### src/rtl/sdcmd_pkg.sv
package sdcmd_pkg;

   localparam int CMD_BITS  = 48;
   localparam int LONG_BITS = 136;
   localparam int CRC_W     = 7;
   localparam int FLAG_N    = 4;

   localparam int FLAG_SENT    = 0;
   localparam int FLAG_RESP_OK = 1;
   localparam int FLAG_CRCFAIL = 2;
   localparam int FLAG_TIMEOUT = 3;

   typedef enum logic [1:0] {RESP_NONE, RESP_SHORT, RESP_LONG} resp_kind_t;
   typedef enum logic [2:0] {ST_IDLE, ST_SEND, ST_WAIT, ST_RECV, ST_CHECK} eng_state_t;

   function automatic resp_kind_t decode_wait(input logic [1:0] sel);
      case (sel)
         2'b01:   return RESP_SHORT;
         2'b11:   return RESP_LONG;
         default: return RESP_NONE;
      endcase
   endfunction

   // one serial step of x^7 + x^3 + 1
   function automatic logic [CRC_W-1:0] crc7_step(input logic [CRC_W-1:0] c, input logic b);
      logic fb;
      fb = b ^ c[CRC_W-1];
      return {c[CRC_W-2:0], 1'b0} ^ (fb ? 7'h09 : 7'h00);
   endfunction

   function automatic logic [CRC_W-1:0] crc7_hdr(input logic [39:0] v);
      logic [CRC_W-1:0] c;
      c = '0;
      for (int i = 39; i >= 0; i--) c = crc7_step(c, v[i]);
      return c;
   endfunction

endpackage

### src/rtl/sdcmd_clkgen.sv
module sdcmd_clkgen #(
   parameter int DIV_W = 8
) (
   input  logic             clk,
   input  logic             rst_n,
   input  logic [DIV_W-1:0] div,
   output logic             sd_clk,
   output logic             rise_tick,
   output logic             fall_tick
);
   localparam int CNT_W = DIV_W + 1;

   generate
      if (DIV_W < 1 || DIV_W > 16) begin : g_bad_div
         $error("sdcmd_clkgen: DIV_W out of range");
      end
   endgenerate

   logic [CNT_W-1:0] period, half, cnt;

   assign period    = {1'b0, div} + CNT_W'(2);
   assign half      = period >> 1;
   assign rise_tick = (cnt == half - CNT_W'(1));
   assign fall_tick = (cnt >= period - CNT_W'(1));

   always_ff @(posedge clk or negedge rst_n) begin
      if (!rst_n) begin
         cnt    <= '0;
         sd_clk <= 1'b0;
      end else begin
         cnt <= fall_tick ? '0 : cnt + CNT_W'(1);
         if (rise_tick)      sd_clk <= 1'b1;
         else if (fall_tick) sd_clk <= 1'b0;
      end
   end

   assert_tick_excl_R12: assert property (@(posedge clk) disable iff (!rst_n)
      !(rise_tick && fall_tick));
   assert_clk_hold_R12: assert property (@(posedge clk) disable iff (!rst_n)
      (!rise_tick && !fall_tick) |=> $stable(sd_clk));

endmodule

### src/rtl/sdcmd_crc7.sv
module sdcmd_crc7 (
   input  logic       clk,
   input  logic       rst_n,
   input  logic       clr,
   input  logic       en,
   input  logic       din,
   output logic [6:0] crc
);
   import sdcmd_pkg::*;

   always_ff @(posedge clk or negedge rst_n) begin
      if (!rst_n)   crc <= '0;
      else if (clr) crc <= '0;
      else if (en)  crc <= crc7_step(crc, din);
   end

   assert_crc_seed_R9: assert property (@(posedge clk) disable iff (!rst_n)
      clr |=> (crc == 7'd0));

endmodule

### src/rtl/sdcmd_engine.sv
module sdcmd_engine #(
   parameter int IDX_IN_W    = 8,
   parameter int DIV_W       = 8,
   parameter int TIMEOUT_CYC = 64
) (
   input  logic                clk,
   input  logic                rst_n,
   input  logic                cmd_start,
   input  logic [IDX_IN_W-1:0] cmd_index,
   input  logic [31:0]         cmd_arg,
   input  logic [1:0]          cmd_wait,
   input  logic [DIV_W-1:0]    clk_div,
   input  logic [3:0]          flag_clr,
   input  logic                sd_cmd_in,
   output logic                sd_clk,
   output logic                sd_cmd_out,
   output logic                sd_cmd_oe,
   output logic                cmd_active,
   output logic [3:0]          cmd_flags,
   output logic [5:0]          resp_index,
   output logic [127:0]        resp_data
);
   import sdcmd_pkg::*;

   localparam int TO_W   = $clog2(TIMEOUT_CYC + 1);
   localparam int BIT_W  = $clog2(CMD_BITS + 1);
   localparam int LEFT_W = $clog2(LONG_BITS);

   generate
      if (IDX_IN_W < 6) begin : g_bad_idx
         $error("sdcmd_engine: IDX_IN_W must be at least 6");
      end
      if (TIMEOUT_CYC < 1) begin : g_bad_to
         $error("sdcmd_engine: TIMEOUT_CYC must be positive");
      end
   endgenerate

   eng_state_t            state;
   resp_kind_t            mode_q;
   logic [CMD_BITS-1:0]   tx_sr;
   logic [BIT_W-1:0]      bit_cnt;
   logic [TO_W-1:0]       to_cnt;
   logic [127:0]          rx_sr;
   logic [LEFT_W-1:0]     rx_left;
   logic [LEFT_W-1:0]     rx_pos;
   logic                  rise_tick, fall_tick;
   logic                  crc_clr, crc_en, reply_ok;
   logic [CRC_W-1:0]      crc_val;
   logic [FLAG_N-1:0]     set_vec;
   logic [39:0]           hdr;

   sdcmd_clkgen #(.DIV_W(DIV_W)) u_clk (
      .clk(clk), .rst_n(rst_n), .div(clk_div),
      .sd_clk(sd_clk), .rise_tick(rise_tick), .fall_tick(fall_tick));

   sdcmd_crc7 u_crc (
      .clk(clk), .rst_n(rst_n), .clr(crc_clr), .en(crc_en),
      .din(sd_cmd_in), .crc(crc_val));

   assign hdr    = {2'b01, cmd_index[5:0], cmd_arg};
   assign rx_pos = rx_left - LEFT_W'(1);

   always_comb begin
      crc_clr  = (state == ST_WAIT) && rise_tick && !sd_cmd_in;
      crc_en   = (state == ST_RECV) && rise_tick && (rx_pos >= LEFT_W'(8)) &&
                 ((mode_q == RESP_SHORT) || (rx_pos <= LEFT_W'(127)));
      reply_ok = (crc_val == rx_sr[7:1]) && rx_sr[0];
      set_vec  = '0;
      set_vec[FLAG_SENT]    = (state == ST_SEND) && fall_tick && (bit_cnt == '0) &&
                              (mode_q == RESP_NONE);
      set_vec[FLAG_TIMEOUT] = (state == ST_WAIT) && rise_tick && sd_cmd_in &&
                              (to_cnt == TO_W'(TIMEOUT_CYC - 1));
      set_vec[FLAG_RESP_OK] = (state == ST_CHECK) && reply_ok;
      set_vec[FLAG_CRCFAIL] = (state == ST_CHECK) && !reply_ok;
   end

   always_ff @(posedge clk or negedge rst_n) begin
      if (!rst_n) begin
         state      <= ST_IDLE;
         mode_q     <= RESP_NONE;
         tx_sr      <= '0;
         bit_cnt    <= '0;
         to_cnt     <= '0;
         rx_sr      <= '0;
         rx_left    <= '0;
         sd_cmd_out <= 1'b1;
         sd_cmd_oe  <= 1'b0;
         cmd_active <= 1'b0;
         resp_index <= '0;
         resp_data  <= '0;
      end else begin
         case (state)
            ST_IDLE: if (cmd_start) begin
               tx_sr      <= {hdr, crc7_hdr(hdr), 1'b1};
               bit_cnt    <= BIT_W'(CMD_BITS);
               mode_q     <= decode_wait(cmd_wait);
               cmd_active <= 1'b1;
               state      <= ST_SEND;
            end
            ST_SEND: if (fall_tick) begin
               if (bit_cnt != '0) begin
                  sd_cmd_out <= tx_sr[CMD_BITS-1];
                  sd_cmd_oe  <= 1'b1;
                  tx_sr      <= {tx_sr[CMD_BITS-2:0], 1'b1};
                  bit_cnt    <= bit_cnt - BIT_W'(1);
               end else begin
                  sd_cmd_out <= 1'b1;
                  sd_cmd_oe  <= 1'b0;
                  to_cnt     <= '0;
                  if (mode_q == RESP_NONE) begin
                     cmd_active <= 1'b0;
                     state      <= ST_IDLE;
                  end else begin
                     state <= ST_WAIT;
                  end
               end
            end
            ST_WAIT: if (rise_tick) begin
               if (!sd_cmd_in) begin
                  rx_sr   <= '0;
                  rx_left <= (mode_q == RESP_SHORT) ? LEFT_W'(CMD_BITS - 1)
                                                    : LEFT_W'(LONG_BITS - 1);
                  state   <= ST_RECV;
               end else if (to_cnt == TO_W'(TIMEOUT_CYC - 1)) begin
                  cmd_active <= 1'b0;
                  state      <= ST_IDLE;
               end else begin
                  to_cnt <= to_cnt + TO_W'(1);
               end
            end
            ST_RECV: if (rise_tick) begin
               rx_sr   <= {rx_sr[126:0], sd_cmd_in};
               rx_left <= rx_pos;
               if (rx_left == LEFT_W'(1)) state <= ST_CHECK;
            end
            ST_CHECK: begin
               if (mode_q == RESP_SHORT) begin
                  resp_index <= rx_sr[45:40];
                  resp_data  <= {rx_sr[39:8], 96'd0};
               end else begin
                  resp_data  <= {rx_sr[127:1], 1'b0};
               end
               cmd_active <= 1'b0;
               state      <= ST_IDLE;
            end
            default: state <= ST_IDLE;
         endcase
      end
   end

   // sticky flags, a new event wins over a clear in the same cycle
   generate
      for (genvar i = 0; i < FLAG_N; i++) begin : g_flag
         always_ff @(posedge clk or negedge rst_n) begin
            if (!rst_n) cmd_flags[i] <= 1'b0;
            else        cmd_flags[i] <= set_vec[i] | (cmd_flags[i] & ~flag_clr[i]);
         end
      end
      if (IDX_IN_W > 6) begin : g_idx_hi
         logic [IDX_IN_W-7:0] idx_hi;
         assign idx_hi = cmd_index[IDX_IN_W-1:6];
         assert_idx_trunc_R1: assert property (@(posedge clk) disable iff (!rst_n)
            (state == ST_IDLE && cmd_start && idx_hi != '0) |=>
            (tx_sr[45:40] == $past(cmd_index[5:0])));
      end
   endgenerate

   assert_oe_in_cmd_R2: assert property (@(posedge clk) disable iff (!rst_n)
      sd_cmd_oe |-> cmd_active);
   assert_noresp_clean_R4: assert property (@(posedge clk) disable iff (!rst_n)
      (cmd_active && mode_q == RESP_NONE) |=>
      (!$rose(cmd_flags[FLAG_TIMEOUT]) && !$rose(cmd_flags[FLAG_CRCFAIL])));
   assert_one_outcome_R5: assert property (@(posedge clk) disable iff (!rst_n)
      $onehot0(set_vec));
   assert_wait_bound_R6: assert property (@(posedge clk) disable iff (!rst_n)
      (state == ST_WAIT) |-> (to_cnt < TO_W'(TIMEOUT_CYC)));
   assert_done_drops_R10: assert property (@(posedge clk) disable iff (!rst_n)
      (|set_vec) |=> !cmd_active);
   assert_busy_start_R10: assert property (@(posedge clk) disable iff (!rst_n)
      (cmd_active && cmd_start) |=> $stable(mode_q));

endmodule

### config.mk
export PLATFORM = sky130hd
export DESIGN_NAME = sdcmd_engine
export DESIGN_NICKNAME = d
export VERILOG_FILES = /design/src/rtl/sdcmd_pkg.sv /design/src/rtl/sdcmd_clkgen.sv /design/src/rtl/sdcmd_crc7.sv /design/src/rtl/sdcmd_engine.sv
export SDC_FILE = /design/constraint.sdc
export NUM_CORES = 1
export LEC_CHECK = 0
export ABC_AREA = 1
export CAP_MARGIN = 20
export CORE_MARGIN = 5
export CORE_UTILIZATION = 45
export CTS_CLUSTER_DIAMETER = 120
export DETAILED_ROUTE_END_ITERATION = 7
export DONT_BUFFER_PORTS = 1
export SLEW_MARGIN = 0
export SYNTH_ARGS = -nofsm -noshare
export SYNTH_HDL_FRONTEND = slang
export SYNTH_SLANG_ARGS = --single-unit
### constraint.sdc
create_clock -name clk -period 7.48 [get_ports clk]
set_input_delay 0.748 -clock clk [delete_from_list [all_inputs] [get_ports clk]]
set_output_delay 0.748 -clock clk [all_outputs]
set_load 0.005 [all_outputs]
* Word level (Yosys, flattened, before mapping)
Index checks and enable logic that the tools add are counted.
** Storage, ports and cells
- Register bits after elaboration :: 360
- Input port bits :: 58
- Logic and storage cells :: 265
** Operators by class
- $add $sub $neg :: 7
- Order comparisons :: 3
- Eq/ne operators :: 24
- Muxes and demuxes :: 89
- Bitwise logic cells :: 89
- Reductions and logical operators :: 34
** Operators with widths (number)
- two-way mux 128 bit :: 4
- one-hot mux 128 bit (2 select lines) :: 1
- XOR 7 x 4 -> 7 bit :: 36
- two-way mux 4 bit :: 39
- two-way mux 48 bit :: 3
- one-hot mux 48 bit (2 select lines) :: 1
- two-way mux 7 bit :: 7
- XOR 1 bit :: 36
- two-way mux 8 bit :: 4
- two-way mux 3 bit :: 8
- two-way mux 6 bit :: 3
- inequality test 2 bit (second input constant) :: 8
- one-hot mux 8 bit (2 select lines) :: 1
- one-hot mux 7 bit (2 select lines) :: 1
- logical AND 1 bit :: 13
- one-hot mux 3 bit (4 select lines) :: 1
- one-hot mux 6 bit (2 select lines) :: 1
- two-way mux 1 bit :: 11
- nonzero test 2 bit :: 5
- adder 8 x 2 -> 9 bit (second input constant) :: 1
- adder 9 x 1 -> 9 bit (second input constant) :: 1
- equality test 9 bit :: 1
- greater-or-equal comparator 9 bit :: 1
- two-way mux 9 bit :: 1
- other kinds (39) :: 58

* Longest topological paths before layout
Gate-level depths: netlist of the first run.
- Word-level depth :: 111
- Gate-level depth with buffers :: 27

* Modules after synthesis
A second synthesis of the first run with hierarchy kept.
** Unflattened totals
- Cells, all modules :: 1976
- Area, all modules :: 16629.7 um^2
** Modules (own cells, without submodules)
- sdcmd_engine :: times used 1, cells each 1733, area each 14966.9 um^2
- sdcmd_clkgen :: times used 1, cells each 207, area each 1350.0 um^2
- sdcmd_crc7 :: times used 1, cells each 36, area each 312.8 um^2

* Worst setup path after synthesis of the first run
Ideal clock, no wire load.
- Kind :: input port to flip-flop
- From :: input port clk_div[3]
- To :: register tx_sr[37]
- Library setup time :: 130 ps
- Arrival time :: 3363 ps
- Required time :: 7350 ps
- Setup slack :: 3987 ps
- Stages :: 17
- Cell sequence :: buf_6 > nand3_4 > xor2_2 > inv_2 > nor3b_1 > nand3_1 > xor2_1 > ha_1 > a21oi_1 > o21ai_2 > inv_2 > nand2_1 > o211ai_2 > inv_1 > buf_2 > clkbuf_1 > o21ai_0
** Between the ends
- Word-level cells in the longest chain between the ends :: 5
** RTL lines
- start: declaration :: line sdcmd_engine.sv:12 : input logic [DIV_W-1:0] clk_div,
- adder 8 x 2 -> 9 bit :: line sdcmd_clkgen.sv:21 : assign period = {1'b0, div} + CNT_W'(2);
- subtractor 9 x 1 -> 9 bit :: line sdcmd_clkgen.sv:24 : assign fall_tick = (cnt >= period - CNT_W'(1));
- greater-or-equal comparator 9 bit :: line sdcmd_clkgen.sv:24
- inequality test 2 bit (no source line)
- AND reduction 4 bit (no source line)
- end signal: assignment :: line sdcmd_engine.sv:94 : tx_sr <= {hdr, crc7_hdr(hdr), 1'b1};
- end signal: assignment :: line sdcmd_engine.sv:104 : tx_sr <= {tx_sr[CMD_BITS-2:0], 1'b1};
- end: declaration :: line sdcmd_engine.sv:40 : logic [CMD_BITS-1:0] tx_sr;
Every way passes these cells.
A chain may end at the register's enable or synchronous reset.

* Final worst setup path of the first run
- From :: input port clk_div[1]
- To :: register rx_sr[86]
** Between the ends
- Word-level cells in the longest chain between the ends :: 5
** RTL lines
- adder 8 x 2 -> 9 bit * :: line sdcmd_clkgen.sv:21
- subtractor 8 x 1 -> 9 bit * :: line sdcmd_clkgen.sv:23 : assign rise_tick = (cnt == half - CNT_W'(1));
- equality test 9 bit * :: line sdcmd_clkgen.sv:23
- inequality test 2 bit (no source line)
- AND reduction 4 bit (no source line) *
- end signal: assignment :: line sdcmd_engine.sv:132 : rx_sr <= {rx_sr[126:0], sd_cmd_in};
- end: declaration :: line sdcmd_engine.sv:43 : logic [127:0] rx_sr;
Every way passes the cells marked *; elsewhere a longest branch is shown, timed or not.

==> results of run 1 <==
state kept, by name, summed over array words and instances, names as in the netlist:
| register | count |
|---|---|
| tx_sr | 48 |
| to_cnt | 7 |
| rx_sr | 128 |
| rx_left | 8 |
| resp_data | 127 |
| mode_q | 2 |
| resp_index | 6 |
| u_clk.sd_clk | 1 |
| sd_cmd_oe | 1 |
| sd_cmd_out | 1 |
| u_crc.crc | 7 |
| u_clk.cnt | 9 |
| cmd_active | 1 |
| cmd_flags | 4 |
| state | 3 |
| bit_cnt | 6 |
worst max-delay path, delay by kind of cell:
family	cells	cell delay, ns
fa+ha+maj	1	0.24
xor+xnor	2	0.38
simple gates	9	1.33
buf+inv	3	1.48
compound gates	1	0.15
power by group:
group,total (mW),switching [mW],internal [mW]
combinational,1.86,1.22,0.635
sequential,2.59,0.230,2.37
clock,2.02,0.777,1.25
metal layers:
layer	GRT usage, %	up-vias
li1	-	6318
met1	23.2	6003
met2	29.6	217
met3	5.19	53
met4	5.31	0
met5	0	-
logic make-up (layout without fill, tap and decap cells):
logic type	Yosys count	in the layout
compound gates	417	417
xor+xnor	44	44
fa+ha+maj	19	19
simple gates	748	748
buf+inv	382	367
flops	359	359
other cells	1	1
metrics by stage:
step | area [µm²] | setup slack (ns)
after floorplan | 16700 | 3.99
after global placement | 17000 | 2.51
after detailed placement | 17000 | 2.46
after CTS | 18300 | 3.02
after global routing | 18300 | 3.16
final | 18300 | 3.50
cell type report:
| type | count | area [µm²] | area share [%] |
|---|---|---|---|
| timing repair buffer | 9 | 80.1 | 0.437 |
| inverter | 286 | 1080 | 5.88 |
| tap | 468 | 586 | 3.19 |
| sequential | 359 | 8980 | 49.0 |
| multi-input combinational | 1229 | 6250 | 34.1 |
| clock inverter | 9 | 153 | 0.832 |
| clock buffer | 63 | 1210 | 6.59 |
synthesized netlist by cell type (15+ instances only):
library cell  count  area share [%]
nand2_1         450              10
dfrtp_1         358              54
inv_1           279             6.3
nor2_1          178             4.0
o22ai_1         134             5.0
a21oi_1         116             3.5
o21ai_0          74             2.2
nand3_1          67             2.0
clkbuf_1         61             1.4
o211ai_1         39             1.8
a31oi_1          33             1.2
xor2_1           26             1.4
ha_1             19             1.4
buf_2            15            0.45
worst min path at each step:
stage	slack, ns	startpoint	endpoint	depth (start not counted)
after floorplan	0.44	tx_sr[0]$_DFFE_PN0P_	tx_sr[0]$_DFFE_PN0P_	1
after global placement	0.45	tx_sr[0]$_DFFE_PN0P_	tx_sr[0]$_DFFE_PN0P_	1
after detailed placement	0.46	rst_n	resp_data[30]$_DFFE_PN0P_	0
after CTS	-0.13	rst_n	resp_data[30]$_DFFE_PN0P_	0
after global routing	-0.13	rst_n	resp_data[30]$_DFFE_PN0P_	0
final	-0.10	rst_n	resp_data[30]$_DFFE_PN0P_	0
==> results.cfg, run 1 <==
[cells_and_area]
drive_above_1_share_pct = 5.63
final_common_cell = nand2_1
layout_common_cells = 450 x nand2_1, 358 x dfrtp_1, 277 x inv_1
n_fill_cell = 3547
syn_to_final_growth_pct = 9.65
final_util_pct = 50.0
diodes = 0
finalNetCount = 2002
layoutNonFillerInstCount = 2423

[timing]
timing.hold.ws_ns = -0.102
finalHoldViolations = 274
min_period_ns = 3.98
finalClockSkew_ns = 0.0141
clock.fmax_mhz = 251
rsz0062_at_grt = false
fin_setup_tns_ns = 0
setup_viol = 0
period_share_pct = 53.3
relSlewSlack_pct = 32.2
slew_viol_final = 0
worst_pin_slew_ns = 1.02

[route]
drcViolationCount = 0
via_per_inst = 5.20
vias = 12600
firstDrtPassIters = 4
detail_route.wl_per_cell_um = 15.5
wl_met1_um = 16300
postRouteAntennaNets = 0
met3_wirelength_um = 2590
wl_met2_um = 17800
routed.top_layer = met4
drt_iter0_drc = 762
drt-total-wl_um = 37500

[floorplanning]
dieArea_um2 = 41100
io_pins = 200
rows = 70
start_util_pct = 45.6
die_h_um = 203
fp.dieW_um = 203
coreArea_um2 = 36700

[critical_path]
path_max_fanout = 85
crit_chain = ha_1 > xnor2_2 > nand2_1 > nor2_2 > xor2_1 > or2_1 > nand3_1 > nor2_2 > nand4_4 > nor2_4 > nand2_4 > inv_2 > nor2_8 > inv_4 > buf_4 > o22ai_1
cp-endpoint = rx_sr[86]$_DFFE_PN0P_
required_ns = 7.87
worstSetupPathType = in -> reg
worst-r2r-cell-count = 9
critical_path.startpoint = clk_div[1]
cp_data_arrival_time_ns = 4.37
rrSetupSlack_ns = 3.75
slowest_delay_ns = 0.63
slowest_stage = inv_4
crit_top_cell = nor2_2
worst_setup_path_end_kind = flop
cp-start-kind = primary input
reg2reg_from = state[2]$_DFFE_PN0P_
r2r-end = rx_sr[86]$_DFFE_PN0P_

[pwr]
p_leak_nw = 9.92
powerDensity_nw_per_um2 = 353
power_mw = 6.48
ir_drop_mv = 0.227

[job]
maxCapViolCount = 0

[placed_design]
placedCellCount = 2350
dpl.hpwl_um = 24600
portBuffers = 0
routabilityCongestion = 0.806

[yosys]
yosysWarnings = 0
synth_flop_cell = dfrtp_1
synth_top_family_by_area = simple AND/OR/NAND/NOR gates
ys_ff_latch = 359
synthMuxAreaShare_pct = 0
synth-simple-area-share_pct = 18.5
yosysSeqAreaShare_pct = 53.7
synthCells = 1970
syn_nets = 2047
syn_area_um2 = 16700
synth_compound_area_share_pct = 14.7
synth_xor_area_share_pct = 2.57
async_reset_ff_share_pct = 100
syn_area_per_cell_um2 = 8.49
synth-edff-count = 0
synthAdderAreaFrac_pct = 1.42
ys_types = 54

[run_status]
outcome = finished, violations left
violations = hold timing

[global_route]
grt_overflow = 0
grt_max_degree = 360
antenna_found_initial = 0
grt_usage_pct = 18.0
grt_pass1_vias = 12100
grt_pass1_wl_um = 61800

[clocking]
cts_setup_buffers = 0
insertion_delay_ns = 0.55
post_cts_resized = 0
cts_tree = built
clockBufferDepth = 3
clk_pin_slew_ns = 0.06
numClockSinks = 359
cts-buffers-inserted = 40
root_buffer = clkbuf_16
cts_max_level = 2

[min_path]
hp-class = in -> async
Note: power is estimated with default switching activity, not from simulation.
==> run 2, diff against run 1 <==
==> constraint.sdc (replaced) <==
create_clock -name clk -period 3.8 [get_ports clk]
set_input_delay 0.38 -clock clk [delete_from_list [all_inputs] [get_ports clk]]
set_output_delay 0.38 -clock clk [all_outputs]
set_load 0.005 [all_outputs]
==> results.cfg, run 2 (same netlist as run 1, synthesis figures left out) <==
[timing]
slew_viol_final = 0
min_period_ns = 3.07
fin_ws_ns = 0.732
rsz0062_at_grt = false
clock.fmax_mhz = 326
relSlewSlack_pct = 38.0
worst_pin_slew_ns = 0.929
timing.hold.ws_ns = -0.474
fin_setup_tns_ns = 0
finalClockSkew_ns = 0.0181
period_share_pct = 80.7
setup_viol = 0
finalHoldViolations = 359

[critical_path]
slowest_delay_ns = 0.57
r2r-end = mode_q[1]$_DFFE_PN0P_
path_max_fanout = 7
crit_top_cell = nand2_1
reg2reg_from = u_clk.cnt[2]$_DFF_PN0_
required_ns = 4.28
rrSetupSlack_ns = 0.73
worstSetupPathType = reg -> reg
cp-start-kind = flop
worst_setup_path_end_kind = flop
worst-r2r-cell-count = 16
critPathTopFamily = simple AND/OR/NAND/NOR gates
cp_data_arrival_time_ns = 3.55
slowest_stage = dlygate4sd3_1
crit_chain = ha_1 > nand2_1 > o211ai_1 > nand3_1 > nand2_1 > nand3_1 > nand2_1 > a21oi_1 > o21ai_2 > inv_2 > nand2_1 > o211ai_2 > nor2_1 > nand3_1 > dlygate4sd3_1 > nand2_1
crit_buf_inv = 2

[pwr]
seqPwrFrac_pct = 40.7
power_mw = 12.6
swShare_pct = 34.9
ir_drop_mv = 0.401
p_int_mw = 8.19
p_leak_nw = 10.1
switchingPower_mw = 4.39
power_frac_clock_pct = 29.7
powerDensity_nw_per_um2 = 669
combPwrFrac_pct = 29.6

[clocking]
insertion_delay_ns = 0.55
numClockSinks = 359
cts_setup_buffers = 0
cts_max_level = 2
post_cts_resized = 0
ctsHoldBuffers = 43
cts-buffers-inserted = 40
clockBufferDepth = 3
root_buffer = clkbuf_16
clk_pin_slew_ns = 0.06
cts_tree = built

[route]
postRouteAntennaNets = 0
firstDrtPassIters = 5
via_per_inst = 5.13
drcViolationCount = 0
detail_route.wl_per_cell_um = 15.5
drt_iter0_drc = 714
vias = 12700
drt-total-wl_um = 38300

[placed_design]
place_worst_setup_slack_ns = 0.552
routabilityCongestion = 0.797
portBuffers = 0
dpl.hpwl_um = 25100

[cells_and_area]
finalNetCount = 2056
diodes = 0
regMostFlops = rx_sr
layout_common_cells = 450 x nand2_1, 358 x dfrtp_1, 277 x inv_1
final_common_cell = nand2_1
drive_above_1_share_pct = 5.99
largestRegisters = rx_sr x128, resp_data x127, tx_sr x48
largest_register_ffs = 128
n_fill_cell = 3481
syn_to_final_growth_pct = 12.5
final_util_pct = 51.3

[floorplanning]
fp.dieW_um = 203
io_pins = 200
coreArea_um2 = 36700
die_h_um = 203
rows = 70
dieArea_um2 = 41100
start_util_pct = 45.6

[job]
maxCapViolCount = 0

[global_route]
antenna_found_initial = 0
grt_usage_pct = 18.7
grt_overflow = 0
grt_pass1_vias = 12700
grt_max_degree = 360
grt_pass1_wl_um = 64500

[min_path]
hp-class = in -> async

[run_status]
violations = hold timing
outcome = finished, violations left
[run 2: changes by cell type in the layout (fill, tap and decap cells not counted), sizes merged]
cell,previous run,this run
dlygate4sd3,0,43
bufinv,4,1
buf,9,20
clkinvlp,0,3
clkbuf,63,59
[run 2: worst max-delay path by stage]
stage	startpoint	to	slack [ns]	cells past startpoint
after CTS	u_clk.cnt[2]$_DFF_PN0_	mode_q[1]$_DFFE_PN0P_	0.70	16
after detailed placement	clk_div[1]	tx_sr[28]$_DFFE_PN0P_	0.55	19
after global routing	u_clk.cnt[2]$_DFF_PN0_	mode_q[1]$_DFFE_PN0P_	0.42	16
after global placement	clk_div[1]	tx_sr[6]$_DFFE_PN0P_	0.59	20
after floorplan	clk_div[3]	tx_sr[37]$_DFFE_PN0P_	0.67	17
final	u_clk.cnt[2]$_DFF_PN0_	mode_q[1]$_DFFE_PN0P_	0.73	16
[run 2: layer usage]
metal / part of all wire [%] / up-vias / global-route usage [%]
met5: 0 / - / 0
met4: 1.9 / 0 / 5.19
met3: 7.0 / 48 / 5.27
met2: 47 / 229 / 30.2
met1: 44 / 5986 / 24.8
li1: - / 6426 / -
[run 2: power by group through the flow]
stage          Combinational, mW  Sequential, mW  Clock [mW]
2_1_floorplan               2.96            5.05           0
3_3_place_gp                3.62            5.16           0
3_5_place_dp                3.71            5.18           0
4_1_cts                     3.77            5.12        3.87
5_1_grt                     4.38            5.23        4.02
6_report                    3.72            5.12        3.74
[run 2: worst reg2reg max path, cell delays in order (launching register included)]
cell	delay, ns
dfrtp_1	0.44
ha_1	0.34
nand2_1	0.06
o211ai_1	0.16
nand3_1	0.09
nand2_1	0.07
nand3_1	0.06
nand2_1	0.06
a21oi_1	0.07
o21ai_2	0.20
inv_2	0.11
nand2_1	0.12
o211ai_2	0.14
nor2_1	0.35
nand3_1	0.11
dlygate4sd3_1	0.57
nand2_1	0.06
[run 2: per-stage QoR]
step | std cells | cell area, µm²
after floorplan | 1970 | 16700
after global placement | 2362 | 17100
after detailed placement | 2362 | 17100
after CTS | 2473 | 18800
after global routing | 2473 | 18800
final | 2473 | 18800
[run 2: final cells by class]
cell class / instances / area, µm² / share of cell area [%]
well taps: 468 / 586 / 3.11
clock inverters: 9 / 85.1 / 0.452
multi-input cells: 1229 / 6250 / 33.2
repair buffers: 63 / 643 / 3.42
flip-flops and latches: 359 / 8980 / 47.8
clock buffers: 59 / 1180 / 6.29
inverters: 286 / 1080 / 5.73
